$ cat config.mk
export PLATFORM = sky130hd
export DESIGN_NAME = netled_drv
export DESIGN_NICKNAME = d
export VERILOG_FILES = /design/src/rtl/netled_pkg.sv /design/src/rtl/nl_cfg_reg.sv /design/src/rtl/nl_blink.sv /design/src/rtl/nl_stretch.sv /design/src/rtl/nl_src_sel.sv /design/src/rtl/netled_drv.sv
export SDC_FILE = /design/constraint.sdc
export NUM_CORES = 1
export LEC_CHECK = 0
export BUFFER_PORTS_ARGS = -buffer_cell sky130_fd_sc_hd__clkbuf_2
export CORE_MARGIN = 2
export CORE_UTILIZATION = 57
export DETAILED_ROUTE_END_ITERATION = 7
export PLACE_DENSITY = 0.77
export SYNTH_ARGS = -nofsm -noshare
export SYNTH_HDL_FRONTEND = slang
export SYNTH_SLANG_ARGS = --single-unit
$ cat constraint.sdc
create_clock -name clk -period 2.9 [get_ports clk]
set_input_delay 0.435 -clock clk [delete_from_list [all_inputs] [get_ports clk]]
set_output_delay 0.435 -clock clk [all_outputs]
set_load 0.01 [all_outputs]
$ cat src/rtl/netled_pkg.sv
package netled_pkg;

   typedef enum logic [3:0] {
      M_LNK_10_1G  = 4'h0,
      M_LNK_100_1G = 4'h1,
      M_LNK_ANY    = 4'h2,
      M_FILT_ACT   = 4'h3,
      M_LNK_IDLE   = 4'h4,
      M_LNK_10     = 4'h5,
      M_LNK_100    = 4'h6,
      M_LNK_1G     = 4'h7,
      M_RSVD       = 4'h8,
      M_FDX        = 4'h9,
      M_COLL       = 4'hA,
      M_ACT        = 4'hB,
      M_X1         = 4'hC,
      M_PAUSE      = 4'hD,
      M_ON         = 4'hE,
      M_OFF        = 4'hF
   } led_mode_e;

   typedef enum logic [1:0] {
      SPD_10   = 2'b00,
      SPD_100  = 2'b01,
      SPD_1G   = 2'b10,
      SPD_NONE = 2'b11
   } led_speed_e;

   typedef struct packed {
      logic      blink;
      logic      pol;
      logic      rate;
      led_mode_e mode;
   } led_cfg_t;

   localparam int BIT_BLINK = 15;
   localparam int BIT_POL   = 14;
   localparam int BIT_RATE  = 13;
   localparam int MODE_LSB  = 8;

   function automatic led_cfg_t unpack_cfg(input logic [15:0] w);
      led_cfg_t c;
      c.blink = w[BIT_BLINK];
      c.pol   = w[BIT_POL];
      c.rate  = w[BIT_RATE];
      c.mode  = led_mode_e'(w[MODE_LSB +: 4]);
      return c;
   endfunction

endpackage

$ cat src/rtl/nl_cfg_reg.sv
module nl_cfg_reg
   import netled_pkg::*;
#(
   parameter logic [15:0] RST_WORD = 16'h0600
) (
   input  logic        clk,
   input  logic        rst_n,
   input  logic        we_i,
   input  logic [15:0] wdata_i,
   output led_cfg_t    cfg_o
);

   localparam led_cfg_t RST_CFG = unpack_cfg(RST_WORD);

   generate
      if (RST_WORD[12] != 1'b0) begin : g_bad_rst_word
         $error("nl_cfg_reg: reserved bit 12 of RST_WORD must be zero");
      end
   endgenerate

   logic unused_bits;
   assign unused_bits = ^{wdata_i[12], wdata_i[7:0]};

   always_ff @(posedge clk) begin
      if (!rst_n)    cfg_o <= RST_CFG;
      else if (we_i) cfg_o <= unpack_cfg(wdata_i);
   end

   p_cfg_load_r10: assert property (@(posedge clk) disable iff (!rst_n)
      we_i |=> (cfg_o.mode == $past(wdata_i[11:8])) && (cfg_o.pol == $past(wdata_i[14])));

endmodule

$ cat src/rtl/nl_blink.sv
module nl_blink #(
   parameter int          SLOW_HALF = 200,
   parameter int          FAST_HALF = 83,
   parameter logic        RST_RATE  = 1'b0,
   localparam int         MAX_HALF  = (SLOW_HALF > FAST_HALF) ? SLOW_HALF : FAST_HALF,
   localparam int         CNT_W     = $clog2(MAX_HALF + 1)
) (
   input  logic             clk,
   input  logic             rst_n,
   input  logic             tick_i,
   input  logic             rate_i,
   output logic             phase_o,
   output logic [CNT_W-1:0] half_o
);

   logic [CNT_W-1:0] cnt_q;
   logic             prev_rate_q;
   logic             rate_chg;

   assign half_o   = rate_i ? CNT_W'(FAST_HALF) : CNT_W'(SLOW_HALF);
   assign rate_chg = (rate_i != prev_rate_q);

   always_ff @(posedge clk) begin
      if (!rst_n) begin
         cnt_q       <= '0;
         phase_o     <= 1'b1;
         prev_rate_q <= RST_RATE;
      end else begin
         prev_rate_q <= rate_i;
         if (rate_chg) begin
            cnt_q   <= '0;
            phase_o <= 1'b1;
         end else if (tick_i) begin
            if (cnt_q >= half_o - 1'b1) begin
               cnt_q   <= '0;
               phase_o <= ~phase_o;
            end else begin
               cnt_q <= cnt_q + 1'b1;
            end
         end
      end
   end

   p_restart_r8: assert property (@(posedge clk) disable iff (!rst_n)
      rate_chg |=> (phase_o && cnt_q == '0));

   p_phase_hold_r7: assert property (@(posedge clk) disable iff (!rst_n)
      (!tick_i && !rate_chg) |=> $stable(phase_o));

endmodule

$ cat src/rtl/nl_stretch.sv
module nl_stretch #(
   parameter int CNT_W = 8
) (
   input  logic             clk,
   input  logic             rst_n,
   input  logic             tick_i,
   input  logic [CNT_W-1:0] half_i,
   input  logic             strobe_i,
   output logic             hold_o
);

   logic [CNT_W-1:0] left_q;

   always_ff @(posedge clk) begin
      if (!rst_n)                       left_q <= '0;
      else if (strobe_i)                left_q <= half_i;
      else if (tick_i && left_q != '0)  left_q <= left_q - 1'b1;
   end

   assign hold_o = strobe_i | (left_q != '0);

   p_strobe_seen_r6: assert property (@(posedge clk) disable iff (!rst_n)
      (strobe_i && half_i != '0) |=> hold_o);

endmodule

$ cat src/rtl/nl_src_sel.sv
module nl_src_sel
   import netled_pkg::*;
(
   input  led_mode_e  mode_i,
   input  logic       link_i,
   input  led_speed_e speed_i,
   input  logic       fdx_i,
   input  logic       act_i,
   input  logic       filt_i,
   input  logic       coll_i,
   input  logic       x1_i,
   input  logic       pause_i,
   output logic       lit_o
);

   logic at10, at100, at1g;

   assign at10  = link_i && (speed_i == SPD_10);
   assign at100 = link_i && (speed_i == SPD_100);
   assign at1g  = link_i && (speed_i == SPD_1G);

   always_comb begin
      unique case (mode_i)
         M_LNK_10_1G:  lit_o = at10 | at1g;
         M_LNK_100_1G: lit_o = at100 | at1g;
         M_LNK_ANY:    lit_o = link_i;
         M_FILT_ACT:   lit_o = link_i & filt_i;
         M_LNK_IDLE:   lit_o = link_i & ~act_i;
         M_LNK_10:     lit_o = at10;
         M_LNK_100:    lit_o = at100;
         M_LNK_1G:     lit_o = at1g;
         M_RSVD:       lit_o = 1'b0;
         M_FDX:        lit_o = fdx_i;
         M_COLL:       lit_o = coll_i;
         M_ACT:        lit_o = link_i & act_i;
         M_X1:         lit_o = x1_i;
         M_PAUSE:      lit_o = pause_i;
         M_ON:         lit_o = 1'b1;
         M_OFF:        lit_o = 1'b0;
         default:      lit_o = 1'b0;
      endcase
   end

endmodule

$ cat src/rtl/netled_drv.sv
module netled_drv
   import netled_pkg::*;
#(
   parameter logic [15:0] RST_CFG    = 16'h0600,
   parameter int          SLOW_HALF  = 200,
   parameter int          FAST_HALF  = 83,
   parameter bit          STRETCH_EN = 1'b1
) (
   input  logic        clk,
   input  logic        rst_n,
   input  logic        tick_1ms,
   input  logic        cfg_we,
   input  logic [15:0] cfg_wdata,
   input  logic        link_up,
   input  logic [1:0]  link_speed,
   input  logic        full_duplex,
   input  logic        rx_tx_pkt,
   input  logic        rx_tx_filt,
   input  logic        collision,
   input  logic        bus_x1,
   input  logic        tx_paused,
   output logic        led_pin
);

   localparam int MAX_HALF = (SLOW_HALF > FAST_HALF) ? SLOW_HALF : FAST_HALF;
   localparam int CNT_W    = $clog2(MAX_HALF + 1);
   localparam int N_EVT    = 3;

   generate
      if (SLOW_HALF < 1 || FAST_HALF < 1) begin : g_bad_half
         $error("netled_drv: half-periods must be at least one tick");
      end
   endgenerate

   led_cfg_t         cfg_q;
   logic             phase;
   logic [CNT_W-1:0] half;
   logic [N_EVT-1:0] evt_raw, evt_held;
   logic             src_lit, shaped;

   nl_cfg_reg #(.RST_WORD(RST_CFG)) i_cfg (
      .clk(clk), .rst_n(rst_n), .we_i(cfg_we), .wdata_i(cfg_wdata), .cfg_o(cfg_q)
   );

   nl_blink #(.SLOW_HALF(SLOW_HALF), .FAST_HALF(FAST_HALF), .RST_RATE(RST_CFG[BIT_RATE])) i_blink (
      .clk(clk), .rst_n(rst_n), .tick_i(tick_1ms), .rate_i(cfg_q.rate),
      .phase_o(phase), .half_o(half)
   );

   assign evt_raw = {collision, rx_tx_filt, rx_tx_pkt};

   generate
      for (genvar e = 0; e < N_EVT; e++) begin : g_evt
         if (STRETCH_EN) begin : g_str
            nl_stretch #(.CNT_W(CNT_W)) i_str (
               .clk(clk), .rst_n(rst_n), .tick_i(tick_1ms), .half_i(half),
               .strobe_i(evt_raw[e]), .hold_o(evt_held[e])
            );
         end else begin : g_pass
            assign evt_held[e] = evt_raw[e];
         end
      end
   endgenerate

   nl_src_sel i_sel (
      .mode_i(cfg_q.mode), .link_i(link_up), .speed_i(led_speed_e'(link_speed)),
      .fdx_i(full_duplex), .act_i(evt_held[0]), .filt_i(evt_held[1]),
      .coll_i(evt_held[2]), .x1_i(bus_x1), .pause_i(tx_paused), .lit_o(src_lit)
   );

   assign shaped = cfg_q.blink ? (src_lit & phase) : src_lit;

   always_ff @(posedge clk) begin
      if (!rst_n) led_pin <= ~RST_CFG[BIT_POL];
      else        led_pin <= cfg_q.pol ? shaped : ~shaped;
   end

   p_never_lit_r5: assert property (@(posedge clk) disable iff (!rst_n)
      ($past(cfg_q.mode) == M_OFF || $past(cfg_q.mode) == M_RSVD) |-> (led_pin == ~$past(cfg_q.pol)));

   p_steady_on_r5: assert property (@(posedge clk) disable iff (!rst_n)
      ($past(cfg_q.mode) == M_ON && !$past(cfg_q.blink)) |-> (led_pin == $past(cfg_q.pol)));

   p_blink_dark_r7: assert property (@(posedge clk) disable iff (!rst_n)
      ($past(cfg_q.blink) && !$past(phase)) |-> (led_pin == ~$past(cfg_q.pol)));

endmodule

== Word level (Yosys, flattened, before mapping) ==
Index checks and enable logic that the tools add are counted.

* Register bits after elaboration: 42
* Bits in latches: 0
* Bits in writable memories: 0
* Memory bits (read-only): 0
* Output and inout bits: 1
* Word-level logic and storage cells: 76
* Memories: 0

* Add/sub/neg operators: 5
* Multipliers: 0
* Div/mod/pow operators: 0
* Order comparisons: 1
* Eq/ne operators: 18
* Shift operators: 0
* Muxes and demuxes: 11
* Bitwise gates (word level): 13
* Reduce and logical (&&, ||, !) cells: 17

{| class="wikitable"
|+ Operators by type and width
! kind !! number
|-
| 8-bit two-way mux || 8
|-
| 4-bit equality test (second input constant) || 8
|-
| 8-bit by 1-bit subtractor with 8-bit output (second input constant) || 4
|-
| 8-bit nonzero test || 3
|-
| 4-bit by 3-bit equality test with 1-bit output (second input constant) || 4
|-
| 1-bit one-hot mux with 15 select lines || 1
|-
| 8-bit by 1-bit adder with 8-bit output (second input constant) || 1
|-
| 4-bit by 2-bit equality test with 1-bit output (second input constant) || 2
|-
| 8-bit greater-or-equal comparator || 1
|-
| 1-bit logical AND || 6
|-
| 2-bit nonzero test || 3
|-
| 1-bit OR || 5
|-
| 1-bit AND || 4
|-
| 4-bit by 1-bit equality test with 1-bit output (second input constant) || 1
|-
| 4-bit zero test || 1
|-
| 1-bit inverter || 4
|-
| 2-bit OR reduction || 2
|-
| 2-bit by 1-bit equality test with 1-bit output (second input constant) || 1
|-
| 2-bit equality test (second input constant) || 1
|-
| 2-bit zero test || 1
|-
| 1-bit two-way mux || 2
|-
| 2-bit AND reduction || 1
|-
| 1-bit != test || 1
|}

== Logic depth before layout (Yosys ltp) ==
* Depth after elaboration: 9
* Depth in mapped cells: 9
* Mapped depth without buffers: 8

== By module ==
Synthesis repeated with hierarchy kept, for this count alone.

* Cells, all modules: 298
* Area, all modules: 2,661.3 µm²

{| class="wikitable"
|+ Modules (own cells, without submodules)
! module !! instances !! cells an instance !! area an instance (µm²) !! seq. area each (µm²)
|-
| nl_stretch || 3 || 59 || 498.0 || 160.2
|-
| nl_blink || 1 || 67 || 665.6 || 200.2
|-
| nl_cfg_reg || 1 || 22 || 260.2 || 140.1
|-
| nl_src_sel || 1 || 26 || 182.7 || 0.0
|-
| netled_drv || 1 || 6 || 58.8 || 20.0
|}

== Worst setup path after synthesis ==
Ideal clock, no wire load.

* Path type: register to register
* Start: register i_cfg.cfg_o[4] (netlist bit)
* End: register i_blink.phase_o
* Arrival: 2,305 ps
* Path slack: 468 ps
* Stages on the path, launching flop included: 10
* Period minus slack after synthesis: 2,432 ps
* Cells stage by stage: dfxtp_1 clkbuf_1 inv_1 ha_1 nand2b_1 a311o_1 a211o_1 a31oi_4 nor3_2 or3b_1

* Longest elaborated chain between the ends: 4
* Elaborated cells on any way between the ends: 6

{| class="wikitable"
|+ RTL lines
! item !! line !! RTL
|-
| start, declared || nl_cfg_reg.sv:10 || <nowiki>output led_cfg_t cfg_o</nowiki>
|-
| start signal, assigned || nl_cfg_reg.sv:26 || <nowiki>else if (we_i) cfg_o <= unpack_cfg(wdata_i);</nowiki>
|-
| 8-bit two-way mux || nl_blink.sv:20 || <nowiki>assign half_o = rate_i ? CNT_W'(FAST_HALF) : CNT_W'(SLOW_HALF);</nowiki>
|-
| 8-bit by 1-bit subtractor with 8-bit output || nl_blink.sv:34 || <nowiki>if (cnt_q >= half_o - 1'b1) begin</nowiki>
|-
| 8-bit greater-or-equal comparator || nl_blink.sv:34 ||
|-
| 2-bit AND reduction (no source line) || n/a ||
|-
| end signal, assigned || nl_blink.sv:36 || <nowiki>phase_o <= ~phase_o;</nowiki>
|-
| end, declared || nl_blink.sv:12 || <nowiki>output logic phase_o,</nowiki>
|}

Parallel ways exist; a longest one is shown, timed or not.
A chain may end at the register's enable or synchronous reset.

== Worst setup path after layout ==
* Start: register i_blink.cnt_q[0]
* End: register i_blink.phase_o

* Longest elaborated chain between the ends: 2

{| class="wikitable"
|+ RTL lines
! item !! line !! RTL
|-
| start, declared || nl_blink.sv:16 || <nowiki>logic [CNT_W-1:0] cnt_q;</nowiki>
|-
| start signal, assigned || nl_blink.sv:38 || <nowiki>cnt_q <= cnt_q + 1'b1;</nowiki>
|-
| 8-bit greater-or-equal comparator || nl_blink.sv:34 ||
|-
| 2-bit AND reduction (no source line) || n/a ||
|}

Every way passes these cells.

==> report_table.html <==
<table>
<tr><th>Metric</th><th>Value</th></tr>
<tr><th colspan="2">Synthesis</th></tr>
<tr><td>Warnings, synthesis</td><td>0</td></tr>
<tr><td>Syn_area_per_cell</td><td>roughly 8.8 um2</td></tr>
<tr><td>Share of synthesized area occupied by flip-flops and latches</td><td>37.5%</td></tr>
<tr><td>Synth Flop Type</td><td>sky130_fd_sc_hd__dfxtp_1</td></tr>
<tr><td>Number of distinct standard cells referenced by the synthesized netlist</td><td>48</td></tr>
<tr><td>Post-synthesis cell area</td><td>around 2200 um2</td></tr>
<tr><td>Number of enable-type register cells in the synthesized netlist</td><td>0</td></tr>
<tr><td>Largest area contributor in the synthesized netlist</td><td>sky130_fd_sc_hd__dfxtp_1</td></tr>
<tr><td>Library cell with the highest instance count after synthesis</td><td>sky130_fd_sc_hd__dfxtp_1</td></tr>
<tr><td>Share of synthesized registers carrying an async set or reset</td><td>0%</td></tr>
<tr><td>Number of synthesized register bits</td><td>42</td></tr>
<tr><td>Top-area cell type share of the netlist area</td><td>~38%</td></tr>
<tr><td>Top cells by count, synth</td><td>42 x sky130_fd_sc_hd__dfxtp_1, 28 x sky130_fd_sc_hd__nand2_1, 21 x sky130_fd_sc_hd__nor2_1, 21 x sky130_fd_sc_hd__xor2_1, 15 x sky130_fd_sc_hd__a21oi_1</td></tr>
<tr><td>Total nets after synthesis</td><td>295</td></tr>
<tr><td>Cells taking the most area after synthesis</td><td>sky130_fd_sc_hd__dfxtp_1 38%, sky130_fd_sc_hd__xor2_1 8.2%, sky130_fd_sc_hd__ha_1 6.1%, sky130_fd_sc_hd__nand2_1 4.7%, sky130_fd_sc_hd__nor2_1 3.5%</td></tr>
<tr><td>Number of standard cells after synthesis</td><td>around 260</td></tr>
<tr><th colspan="2">Clock network</th></tr>
<tr><td>Count of clock tree sinks</td><td>42</td></tr>
<tr><td>Cell at the root of the clock tree</td><td>sky130_fd_sc_hd__clkbuf_8</td></tr>
<tr><td>Source-to-sink clock delay at the later pin of the worst-skew pair</td><td>~290 ps</td></tr>
<tr><td>Maximum number of buffers from clock root to sink</td><td>2</td></tr>
<tr><td>TritonCTS clock tree</td><td>yes</td></tr>
<tr><td>Hold-fix buffers at CTS</td><td>0</td></tr>
<tr><td>Register clock-pin slew on the reported worst setup and hold paths</td><td>roughly 80 ps</td></tr>
<tr><td>Post-CTS setup buffer count</td><td>0</td></tr>
<tr><td># resized after CTS</td><td>0</td></tr>
<tr><td>CTS HTree Levels</td><td>2</td></tr>
<tr><td>Number of buffers created by CTS</td><td>5</td></tr>
<tr><th colspan="2">Timing</th></tr>
<tr><td>Measured slew at the worst slew-check pin</td><td>651 ps</td></tr>
<tr><td>Number of max-slew violations in the final report</td><td>0</td></tr>
<tr><td>Maximum clock rate</td><td>about 430 MHz</td></tr>
<tr><td>Final hold vios</td><td>0</td></tr>
<tr><td>Final setup violation count</td><td>0</td></tr>
<tr><td>Unrepaired setup endpoints after global routing</td><td>false</td></tr>
<tr><td>Period Utilization, post-route</td><td>~80%</td></tr>
<tr><td>Layout Skew</td><td>6.70 ps</td></tr>
<tr><td>Post-route setup TNS</td><td>0 ps</td></tr>
<tr><td>Post-layout min period</td><td>approximately 2300 ps</td></tr>
<tr><td>Headroom to the max-slew limit</td><td>between 50% and 60%</td></tr>
<tr><th colspan="2">Setup path</th></tr>
<tr><td>Required time of the worst setup path</td><td>just over 3000 ps</td></tr>
<tr><td>Worst setup path class</td><td>reg -&gt; reg</td></tr>
<tr><td>CP max FO</td><td>5</td></tr>
<tr><td>Critical path data arrival time</td><td>2500 ps</td></tr>
<tr><td>Worst Setup Start Kind</td><td>flip-flop</td></tr>
<tr><td>CP Capture Type</td><td>flip-flop</td></tr>
<tr><td>Worst reg2reg path depth</td><td>8</td></tr>
<tr><th colspan="2">Routing</th></tr>
<tr><td>Routed Antenna Nets</td><td>0</td></tr>
<tr><td>Vias per Instance</td><td>approximately 5.5</td></tr>
<tr><td>Vias</td><td>1782</td></tr>
<tr><td>Violation count after the first detailed-routing iteration</td><td>84</td></tr>
<tr><td>DRC violation count after routing</td><td>0</td></tr>
<tr><td>Routed wire length per instance</td><td>approximately 13 um</td></tr>
<tr><td>Number of detailed-routing iterations run before antenna repair</td><td>4</td></tr>
<tr><td>Total routed wirelength</td><td>~4000 um</td></tr>
<tr><th colspan="2">Run status</th></tr>
<tr><td>Result of the run</td><td>finished, final reports clean</td></tr>
<tr><th colspan="2">GRT</th></tr>
<tr><td>Antenna violations before repair</td><td>0</td></tr>
<tr><td>First-pass GRT wire length</td><td>7090 um</td></tr>
<tr><td>Total congestion overflow after global routing</td><td>0</td></tr>
<tr><td>Vias in the first global route</td><td>roughly 1600</td></tr>
<tr><td>Total global routing track utilization</td><td>about a fifth</td></tr>
<tr><td>Pin count of the biggest net entering global routing</td><td>28</td></tr>
<tr><th colspan="2">Final layout</th></tr>
<tr><td>Share of final-layout standard cells stronger than drive strength 1</td><td>between 10% and 20%</td></tr>
<tr><td>Post-route standard cell area excluding fillers</td><td>about 2500 um2</td></tr>
<tr><td>Antenna cells</td><td>0</td></tr>
<tr><td>Final net count</td><td>about 320</td></tr>
<tr><td>Layout-stage area growth over the synthesis result</td><td>12.5%</td></tr>
<tr><th colspan="2">Power</th></tr>
<tr><td>Clk network pwr share</td><td>38.6%</td></tr>
<tr><td>Part of the total power dissipated in combinational logic</td><td>approximately 16%</td></tr>
<tr><td>Net switching share of the total power</td><td>approximately a quarter</td></tr>
<tr><td>P_leak</td><td>just over 1 nW</td></tr>
<tr><td>Switch Pwr</td><td>~0.37 mW</td></tr>
<tr><td>Cell-internal power</td><td>approximately 1.1 mW</td></tr>
<tr><td>VDD IR max</td><td>~0.35 mV</td></tr>
<tr><td>Reg power frac</td><td>between 40% and 50%</td></tr>
<tr><td>Power after layout</td><td>1.46 mW</td></tr>
<tr><td>Total power divided by cell area</td><td>just under 600 nW/um2</td></tr>
<tr><th colspan="2">Floorplanning</th></tr>
<tr><td>Number of core rows</td><td>22</td></tr>
<tr><td>Die outline area</td><td>roughly 4400 um2</td></tr>
<tr><td>Die Span X</td><td>between 60 and 70 um</td></tr>
<tr><td>Total I/O pin count</td><td>30</td></tr>
<tr><td>Initial Util</td><td>60.3%</td></tr>
<tr><td>Die H</td><td>around 67 um</td></tr>
<tr><td>Core Area</td><td>3720 um2</td></tr>
<tr><th colspan="2">Hold path</th></tr>
<tr><td>Hold path depth</td><td>3</td></tr>
<tr><td>Tightest Hold Check Type</td><td>in -&gt; reg</td></tr>
<tr><th colspan="2">Placed design</th></tr>
<tr><td>GP Congestion</td><td>approximately 0.76</td></tr>
<tr><td>DP HPWL</td><td>~2900 um</td></tr>
<tr><td>Number of buffers inserted by port buffering</td><td>20</td></tr>
<tr><td>Post-placement cell area</td><td>~2400 um2</td></tr>
<tr><th colspan="2">Job</th></tr>
<tr><td>Max-cap violations</td><td>0</td></tr>
</table>
## power groups by stage
stage | Sequential (mW) | Clock (mW) | Combinational [mW]
global route | 0.665 | 0.595 | 0.276
detailed placement | 0.671 | 0 | 0.239
floorplan | 0.661 | 0 | 0.192
global placement | 0.671 | 0 | 0.234
finish | 0.659 | 0.566 | 0.239
CTS | 0.658 | 0.577 | 0.241
## per-stage QoR
step	utilization (%)	hold WS (ps)	worst slack [ps]	instances
finish	67.8	363	578	325
CTS	67.8	357	567	325
detailed placement	64.0	498	587	317
floorplan	-	468	468	255
global placement	64.0	493	629	317
global route	67.8	376	445	325
## cell families (layout without fill, tap and decap cells)
family | count (synthesis) | count (layout) | synth area share, %
and+or+nand+nor | 102 | 102 | 24.3
AOI/OAI and AO/OA | 44 | 44 | 13.8
DFF | 42 | 42 | 37.5
xor gates and xnor gates | 30 | 30 | 11.7
buffers and inverters | 19 | 41 | 3.35
adders and majority gates | 11 | 11 | 6.15
muxes | 7 | 7 | 3.13
## critical path: stages, from the launching register on
cell and delay, ps:
sky130_fd_sc_hd__dfxtp_1 420, sky130_fd_sc_hd__inv_1 70, sky130_fd_sc_hd__ha_1 280, sky130_fd_sc_hd__nand2b_1 140, sky130_fd_sc_hd__a311o_1 340, sky130_fd_sc_hd__a211o_1 330
sky130_fd_sc_hd__a31oi_4 240, sky130_fd_sc_hd__nor3_2 50, sky130_fd_sc_hd__or3b_1 340
## sequential cells by signal (all words and copies together), names as in the netlist
register                  count
i_blink.cnt_q                 8
i_blink.phase_o               1
g_evt.g_str.i_str.left_q     24
led_pin                       1
i_cfg.cfg_o                   7
i_blink.prev_rate_q           1
## layout make-up
cell class                 instances  area [um2]
multi-input combinational        194        1320
fill                             332        1200
sequential                        42         841
timing repair buffer              21         108
clock buffer                       6        82.6
clock inverter                     2        60.1
tap                               48        60.1
inverter                          12        45.0
## cell usage in the layout, fill, tap and decap left out, types with 2 or more instances in the layout
cell type | synthesis | routed
sky130_fd_sc_hd__nand4_1 | 3 | 3
sky130_fd_sc_hd__a31oi_2 | 2 | 2
sky130_fd_sc_hd__nand3b_1 | 4 | 4
sky130_fd_sc_hd__xnor2_1 | 9 | 9
sky130_fd_sc_hd__nor4_1 | 2 | 2
sky130_fd_sc_hd__a211oi_1 | 2 | 2
sky130_fd_sc_hd__clkbuf_2 | 0 | 20
sky130_fd_sc_hd__o211ai_1 | 3 | 3
sky130_fd_sc_hd__a2111oi_0 | 2 | 2
sky130_fd_sc_hd__or3_1 | 2 | 2
sky130_fd_sc_hd__clkinv_1 | 2 | 2
sky130_fd_sc_hd__clkbuf_8 | 0 | 6
sky130_fd_sc_hd__nand2_1 | 28 | 28
sky130_fd_sc_hd__inv_1 | 9 | 9
sky130_fd_sc_hd__dfxtp_1 | 42 | 42
sky130_fd_sc_hd__xor2_1 | 21 | 21
sky130_fd_sc_hd__bufinv_16 | 0 | 2
sky130_fd_sc_hd__nor3_1 | 8 | 8
sky130_fd_sc_hd__a21oi_1 | 15 | 15
sky130_fd_sc_hd__mux2i_1 | 7 | 7
sky130_fd_sc_hd__nand2b_1 | 2 | 2
sky130_fd_sc_hd__and3_1 | 3 | 3
sky130_fd_sc_hd__nor2b_1 | 8 | 8
sky130_fd_sc_hd__a21boi_0 | 6 | 6
sky130_fd_sc_hd__nor4bb_1 | 2 | 2
sky130_fd_sc_hd__o21ai_0 | 6 | 6
sky130_fd_sc_hd__nor2_1 | 21 | 21
sky130_fd_sc_hd__ha_1 | 11 | 11
sky130_fd_sc_hd__nand3_1 | 8 | 8
## path summary, 6_finish.rpt
| check | from | end | slack (ps) |
|---|---|---|---|
| hold / removal | cfg_wdata[9] | i_cfg.cfg_o[1] | 360 |
| setup reg to reg | i_blink.cnt_q[0] | i_blink.phase_o | 580 |
| hold reg to reg | i_blink.cnt_q[1] | i_blink.cnt_q[1] | 510 |
| setup / recovery | i_blink.cnt_q[0] | i_blink.phase_o | 580 |
## routing by layer
metal / up-vias / wire length (um) / track usage, %
met1: 809 / 2090 / 27.9
met4: 0 / 48 / 6.12
met2: 33 / 1800 / 33.1
li1: 936 / - / -
met5: - / 0 / 0
met3: 4 / 161 / 4.90
Note: power is estimated with default switching activity, not from simulation.
